File: src/rtl/gpr_pkg.sv
package gpr_pkg;

  typedef enum logic [1:0] {
    PM_DISP    = 2'b00,
    PM_POSTINC = 2'b01,
    PM_PREDEC  = 2'b10,
    PM_PLAIN   = 2'b11
  } ptr_mode_e;

  localparam int RGN_REG = 0;
  localparam int RGN_IO  = 1;
  localparam int RGN_MEM = 2;
  localparam int RGN_W   = 3;

endpackage

File: src/rtl/gpr_storage.sv
module gpr_storage #(
  parameter int NREG = 32,
  parameter int DW   = 8,
  parameter int NPTR = 3,
  localparam int IDX_W    = $clog2(NREG),
  localparam int SEL_W    = $clog2(NPTR + 1),
  localparam int PW       = 2 * DW,
  localparam int PTR_BASE = NREG - 2 * NPTR
) (
  input  logic                       clk,
  input  logic                       rst,
  input  logic                       wr_en,
  input  logic                       wr_wide,
  input  logic [IDX_W-1:0]           wr_idx,
  input  logic [PW-1:0]              wr_data,
  input  logic                       pwb_en,
  input  logic [SEL_W-1:0]           pwb_sel,
  input  logic [PW-1:0]              pwb_val,
  output logic [NREG-1:0][DW-1:0]    regs_o
);

  logic wr_legal;
  assign wr_legal = wr_en && (!wr_wide || !wr_idx[0]);

  for (genvar g = 0; g < NREG; g++) begin : g_reg
    localparam logic [IDX_W-1:0] IDX = IDX_W'(g);
    logic          hit_lo;
    logic          hit_hi;
    logic          p_hit;
    logic [DW-1:0] p_val;
    logic [DW-1:0] q;

    assign hit_lo = wr_legal && (wr_idx == IDX);

    if (g % 2 == 1) begin : g_odd
      assign hit_hi = wr_legal && wr_wide &&
                      (wr_idx[IDX_W-1:1] == IDX[IDX_W-1:1]);
    end else begin : g_even
      assign hit_hi = 1'b0;
    end

    if (g >= PTR_BASE) begin : g_ptr
      localparam int P = (g - PTR_BASE) / 2;
      assign p_hit = pwb_en && (pwb_sel == SEL_W'(P));
      if (g % 2 == 1) begin : g_hi
        assign p_val = pwb_val[PW-1:DW];
      end else begin : g_lo
        assign p_val = pwb_val[DW-1:0];
      end
    end else begin : g_plain
      assign p_hit = 1'b0;
      assign p_val = '0;
    end

    always_ff @(posedge clk) begin
      if (rst)         q <= '0;
      else if (hit_lo) q <= wr_data[DW-1:0];
      else if (hit_hi) q <= wr_data[PW-1:DW];
      else if (p_hit)  q <= p_val;
    end

    assign regs_o[g] = q;
  end

endmodule

File: src/rtl/gpr_ptr_unit.sv
module gpr_ptr_unit import gpr_pkg::*; #(
  parameter int NPTR   = 3,
  parameter int PW     = 16,
  parameter int DISP_W = 6,
  localparam int SEL_W = $clog2(NPTR + 1)
) (
  input  logic                      en,
  input  logic [SEL_W-1:0]          sel,
  input  logic [1:0]                mode,
  input  logic [DISP_W-1:0]         disp,
  input  logic [NPTR-1:0][PW-1:0]   ptr_vals,
  output logic [PW-1:0]             eff_addr,
  output logic                      wb_en,
  output logic [SEL_W-1:0]          wb_sel,
  output logic [PW-1:0]             wb_val
);

  logic [PW-1:0] cur;
  logic          found;

  always_comb begin
    cur   = '0;
    found = 1'b0;
    for (int p = 0; p < NPTR; p++) begin
      if (sel == SEL_W'(p)) begin
        cur   = ptr_vals[p];
        found = 1'b1;
      end
    end
  end

  always_comb begin
    eff_addr = cur;
    wb_val   = cur;
    wb_en    = 1'b0;
    case (ptr_mode_e'(mode))
      PM_DISP:    eff_addr = cur + PW'(disp);
      PM_POSTINC: begin
        wb_val = cur + PW'(1);
        wb_en  = 1'b1;
      end
      PM_PREDEC:  begin
        eff_addr = cur - PW'(1);
        wb_val   = cur - PW'(1);
        wb_en    = 1'b1;
      end
      default:    eff_addr = cur;
    endcase
    if (!(en && found)) begin
      eff_addr = '0;
      wb_en    = 1'b0;
    end
  end

  assign wb_sel = sel;

endmodule

File: src/rtl/gpr_dspace_decode.sv
module gpr_dspace_decode import gpr_pkg::*; #(
  parameter int AW      = 16,
  parameter int NREG    = 32,
  parameter int IO_SIZE = 64,
  localparam int IO_BASE  = NREG,
  localparam int MEM_BASE = NREG + IO_SIZE
) (
  input  logic              clk,
  input  logic              rst,
  input  logic [AW-1:0]     addr,
  output logic [RGN_W-1:0]  region,
  output logic [AW-1:0]     offset
);

  logic [RGN_W-1:0] region_d;
  logic [AW-1:0]    offset_d;

  always_comb begin
    region_d = '0;
    if (addr < AW'(IO_BASE)) begin
      region_d[RGN_REG] = 1'b1;
      offset_d          = addr;
    end else if (addr < AW'(MEM_BASE)) begin
      region_d[RGN_IO] = 1'b1;
      offset_d         = addr - AW'(IO_BASE);
    end else begin
      region_d[RGN_MEM] = 1'b1;
      offset_d          = addr - AW'(MEM_BASE);
    end
  end

  always_ff @(posedge clk) begin
    if (rst) begin
      region <= RGN_W'(1) << RGN_REG;
      offset <= '0;
    end else begin
      region <= region_d;
      offset <= offset_d;
    end
  end

endmodule

File: src/rtl/gpr_bank.sv
module gpr_bank import gpr_pkg::*; #(
  parameter int NREG    = 32,
  parameter int DW      = 8,
  parameter int NPTR    = 3,
  parameter int AW      = 16,
  parameter int IO_SIZE = 64,
  parameter int DISP_W  = 6,
  localparam int IDX_W    = $clog2(NREG),
  localparam int SEL_W    = $clog2(NPTR + 1),
  localparam int PW       = 2 * DW,
  localparam int PTR_BASE = NREG - 2 * NPTR
) (
  input  logic                  clk,
  input  logic                  rst,
  input  logic [IDX_W-1:0]      rd_a_idx,
  input  logic [IDX_W-1:0]      rd_b_idx,
  output logic [DW-1:0]         rd_a_data,
  output logic [DW-1:0]         rd_b_data,
  output logic [PW-1:0]         rd_pair_data,
  input  logic                  wr_en,
  input  logic                  wr_wide,
  input  logic [IDX_W-1:0]      wr_idx,
  input  logic [PW-1:0]         wr_data,
  input  logic                  ptr_en,
  input  logic [SEL_W-1:0]      ptr_sel,
  input  logic [1:0]            ptr_mode,
  input  logic [DISP_W-1:0]     ptr_disp,
  output logic [PW-1:0]         ptr_addr,
  output logic [NPTR*PW-1:0]    ptrs,
  input  logic [AW-1:0]         da_addr,
  output logic [RGN_W-1:0]      da_region,
  output logic [AW-1:0]         da_offset
);

  logic [NREG-1:0][DW-1:0]  regs;
  logic [NPTR-1:0][PW-1:0]  ptr_vals;
  logic                     pwb_en;
  logic [SEL_W-1:0]         pwb_sel;
  logic [PW-1:0]            pwb_val;

  gpr_storage #(.NREG(NREG), .DW(DW), .NPTR(NPTR)) i_storage (
    .clk     (clk),
    .rst     (rst),
    .wr_en   (wr_en),
    .wr_wide (wr_wide),
    .wr_idx  (wr_idx),
    .wr_data (wr_data),
    .pwb_en  (pwb_en),
    .pwb_sel (pwb_sel),
    .pwb_val (pwb_val),
    .regs_o  (regs)
  );

  assign rd_a_data    = regs[rd_a_idx];
  assign rd_b_data    = regs[rd_b_idx];
  assign rd_pair_data = {regs[{rd_a_idx[IDX_W-1:1], 1'b1}],
                         regs[{rd_a_idx[IDX_W-1:1], 1'b0}]};

  for (genvar p = 0; p < NPTR; p++) begin : g_ptr
    assign ptr_vals[p] = {regs[PTR_BASE + 2*p + 1], regs[PTR_BASE + 2*p]};
  end
  assign ptrs = ptr_vals;

  gpr_ptr_unit #(.NPTR(NPTR), .PW(PW), .DISP_W(DISP_W)) i_ptr (
    .en       (ptr_en),
    .sel      (ptr_sel),
    .mode     (ptr_mode),
    .disp     (ptr_disp),
    .ptr_vals (ptr_vals),
    .eff_addr (ptr_addr),
    .wb_en    (pwb_en),
    .wb_sel   (pwb_sel),
    .wb_val   (pwb_val)
  );

  gpr_dspace_decode #(.AW(AW), .NREG(NREG), .IO_SIZE(IO_SIZE)) i_decode (
    .clk    (clk),
    .rst    (rst),
    .addr   (da_addr),
    .region (da_region),
    .offset (da_offset)
  );

endmodule

File: config.mk
export PLATFORM = sky130hd
export DESIGN_NAME = gpr_bank
export DESIGN_NICKNAME = d
export VERILOG_FILES = /design/src/rtl/gpr_pkg.sv /design/src/rtl/gpr_storage.sv /design/src/rtl/gpr_ptr_unit.sv /design/src/rtl/gpr_dspace_decode.sv /design/src/rtl/gpr_bank.sv
export SDC_FILE = /design/constraint.sdc
export NUM_CORES = 1
export LEC_CHECK = 0
export BUFFER_PORTS_ARGS = -buffer_cell sky130_fd_sc_hd__buf_2
export CAP_MARGIN = 15
export CORE_MARGIN = 10
export CORE_UTILIZATION = 45
export CTS_CLUSTER_SIZE = 40
export DETAILED_ROUTE_END_ITERATION = 16
export PLACE_DENSITY = 0.74
export SLEW_MARGIN = 20
export SYNTH_ARGS = -nofsm -noshare
export SYNTH_HDL_FRONTEND = slang
export SYNTH_HIERARCHICAL = 1
export SYNTH_SLANG_ARGS = --single-unit
File: constraint.sdc
create_clock -name clk -period 5.4 [get_ports clk]
set_clock_uncertainty 0.2 [all_clocks]
set_input_delay 0.81 -clock clk [delete_from_list [all_inputs] [get_ports clk]]
set_output_delay 0.81 -clock clk [all_outputs]
set_load 0.01 [all_outputs]
==> impl_metrics.json <==
{
  "outcome": "completed",
  "hold_buffers": 0,
  "final_common_cell": "dfxtp_1",
  "drive_gt1_share_pct": 19.3,
  "antenna_found_initial": 9,
  "ir_worst_vdd_v": 0.000240,
  "final_core_util_pct": 49.7,
  "grtUsageTotal_pct": 31.5,
  "seq_area_frac_synth_pct": 27.0,
  "grt_max_degree": 144,
  "design.die.area_um2": 54200,
  "drt_iter0_drc": 3520,
  "rsz0062_at_grt": "false",
  "yosysWarnings": 6,
  "cap_violations": 0,
  "gp_congestion": 1.01,
  "design_area_um2": 22100,
  "power.density_nw_per_um2": 233,
  "path_max_fanout": 15,
  "slowest_stage": "o2bb2ai_2",
  "vias": 21300,
  "setup_viol": 0,
  "worstSetupPathType": "in -> out",
  "hold_path_class": "in -> reg",
  "syn_to_final_growth_pct": 8.59,
  "period_minus_slack_ns": 5.00,
  "crit_required_ns": 4.39,
  "crit_path_start_kind": "input port",
  "cts_tree": "done",
  "syn_avg_cell_area_um2": 8.84,
  "holdWs_ns": 0.210,
  "setup_tns_ns": 0,
  "cts_resized": 0,
  "cts_max_path_buffers": 3,
  "dr.pass1.iters": 9,
  "multiInputGateArea_um2": 13400,
  "clkTransAtPathRegs_ns": 0.06,
  "async_flop_share_pct": 0,
  "endpoint_kind": "output pin",
  "numPortBuffers": 176,
  "avgViaCountPerCell": 7.38,
  "most-common-layout-cells": "dfxtp_1 (275), a21oi_1 (243), nand3_1 (193), mux2i_1 (172), buf_2 (171)",
  "critPathArrivalTime_ns": 3.99,
  "fin_ws_ns": 0.400,
  "nNetsFinal": 2347,
  "fmax_mhz": 200,
  "pin_count": 177,
  "cts_sinks": 275,
  "final_antenna_net_count": 0,
  "post_cts_buffers": 0,
  "cp_top_family": "compound AO/OA/AOI/OAI gates",
  "routedWlPerCell_um": 31.0,
  "hold_violations": 0,
  "dpl_cell_area_um2": 21100,
  "power_mw": 5.16,
  "maxSlewHeadroom_pct": 24.7,
  "synth_edf_count": 0,
  "die_x_um": 233,
  "fin_crit_sh_pct": 92.6,
  "finalNonFillerCells": 2892,
  "synth_nets": 2382,
  "pre_cts_ws_ns": 0.499,
  "slew_viol_final": 0,
  "die_y_um": 233,
  "cts_buffers": 31,
  "critPathBufInv": 3,
  "root_buffer": "clkbuf_16",
  "synth-main-ff-cell": "dfxtp_1",
  "clk_latency_ns": 0.61,
  "ys_types": 92,
  "p_leak_nw": 7.61,
  "drc_errors": 0,
  "critPathMaxStageDelay_ns": 0.48,
  "grt_pass1_vias": 20000,
  "synth_area_um2": 20400,
  "core_um2": 44500,
  "dp.cells": 2831,
  "synth-seq-cells": 275,
  "row_count": 77,
  "htree_levels": 1,
  "path_cells": "buf_2 > buf_4 > mux2i_1 > o2bb2ai_2 > ha_1 > a21o_1 > nor4_1 > a21oi_1 > o41a_1 > nand4_1 > a32oi_1 > a21oi_1 > buf_2",
  "worst_pin_slew_ns": 1.13,
  "start_util_pct": 45.8,
  "finalWirelength_mm": 89.8,
  "regArea_um2": 5510,
  "nFillCells": 4262,
  "syn_inst": 2307,
  "dp_hpwl_mm": 62.7,
  "grt_overflow": 0,
  "grt_pass1_wl_mm": 132
}
## flip-flops by register name, indices dropped and copies added (netlist names)
register         flops
i_storage/g.q      256
i_decode/offset     16
i_decode/region      3
## cell type report
class | count | area share [%]
inverters | 39 | 0.661
clock inverters | 13 | 0.622
repair buffers | 228 | 6.09
multi-input cells | 1697 | 60.4
well taps | 592 | 3.35
clock buffers | 43 | 3.93
flip-flops and latches | 275 | 24.9
diodes | 5 | 0.0565
## cell families after synthesis
kind of cell,synth area share [%]
AOI/OAI and AO/OA,26.5
xor gates and xnor gates,1.24
adders and majority gates,0.798
buffers and inverters,7.65
DFF,27.0
muxes,20.5
and+or+nand+nor,16.3
## final timing paths
| kind | from | to | slack, ns | cells past startpoint |
|---|---|---|---|---|
| max reg2reg | i_storage/g_reg[28].q[1] | i_storage/g_reg[31].q[6] | 1.84 | 12 |
| min reg2reg | i_storage/g_reg[19].q[2] | i_storage/g_reg[19].q[2] | 0.29 | 2 |
| min | da_addr[2] | i_decode/offset[2] | 0.21 | 2 |
| max | ptr_sel[0] | ptr_addr[13] | 0.40 | 13 |
## routing by layer
layer	vias to the layer above	wire length, µm	track usage, %
met2	1771	37000	44.5
met1	10300	33900	41.5
met5	-	145	1.56
met3	290	14000	11.7
li1	8950	-	-
met4	8	4720	14.6
## cells in the mapped netlist, drive strengths merged (32+ instances only)
library cell	count	area, µm²
a31oi	52	325
mux4	108	2430
o211ai	64	480
a22oi	79	593
nor2	32	123
a21oi	243	1220
o21ai	121	606
o31ai	87	663
clkbuf	162	611
nand2	112	420
nor3	39	200
dfxtp	275	5510
mux2i	173	1740
buf	134	803
inv	38	143
nand3	193	966
## where the power goes
group / total, mW / internal (mW) / leakage [nW] / switching [mW]
sequential: 2.10 / 2.06 / 2.22 / 0.0437
clock: 2.15 / 1.22 / 0.492 / 0.931
combinational: 0.909 / 0.281 / 4.90 / 0.629
total: 5.16 / 3.56 / 7.61 / 1.60
(Power assumes the default switching activity.)
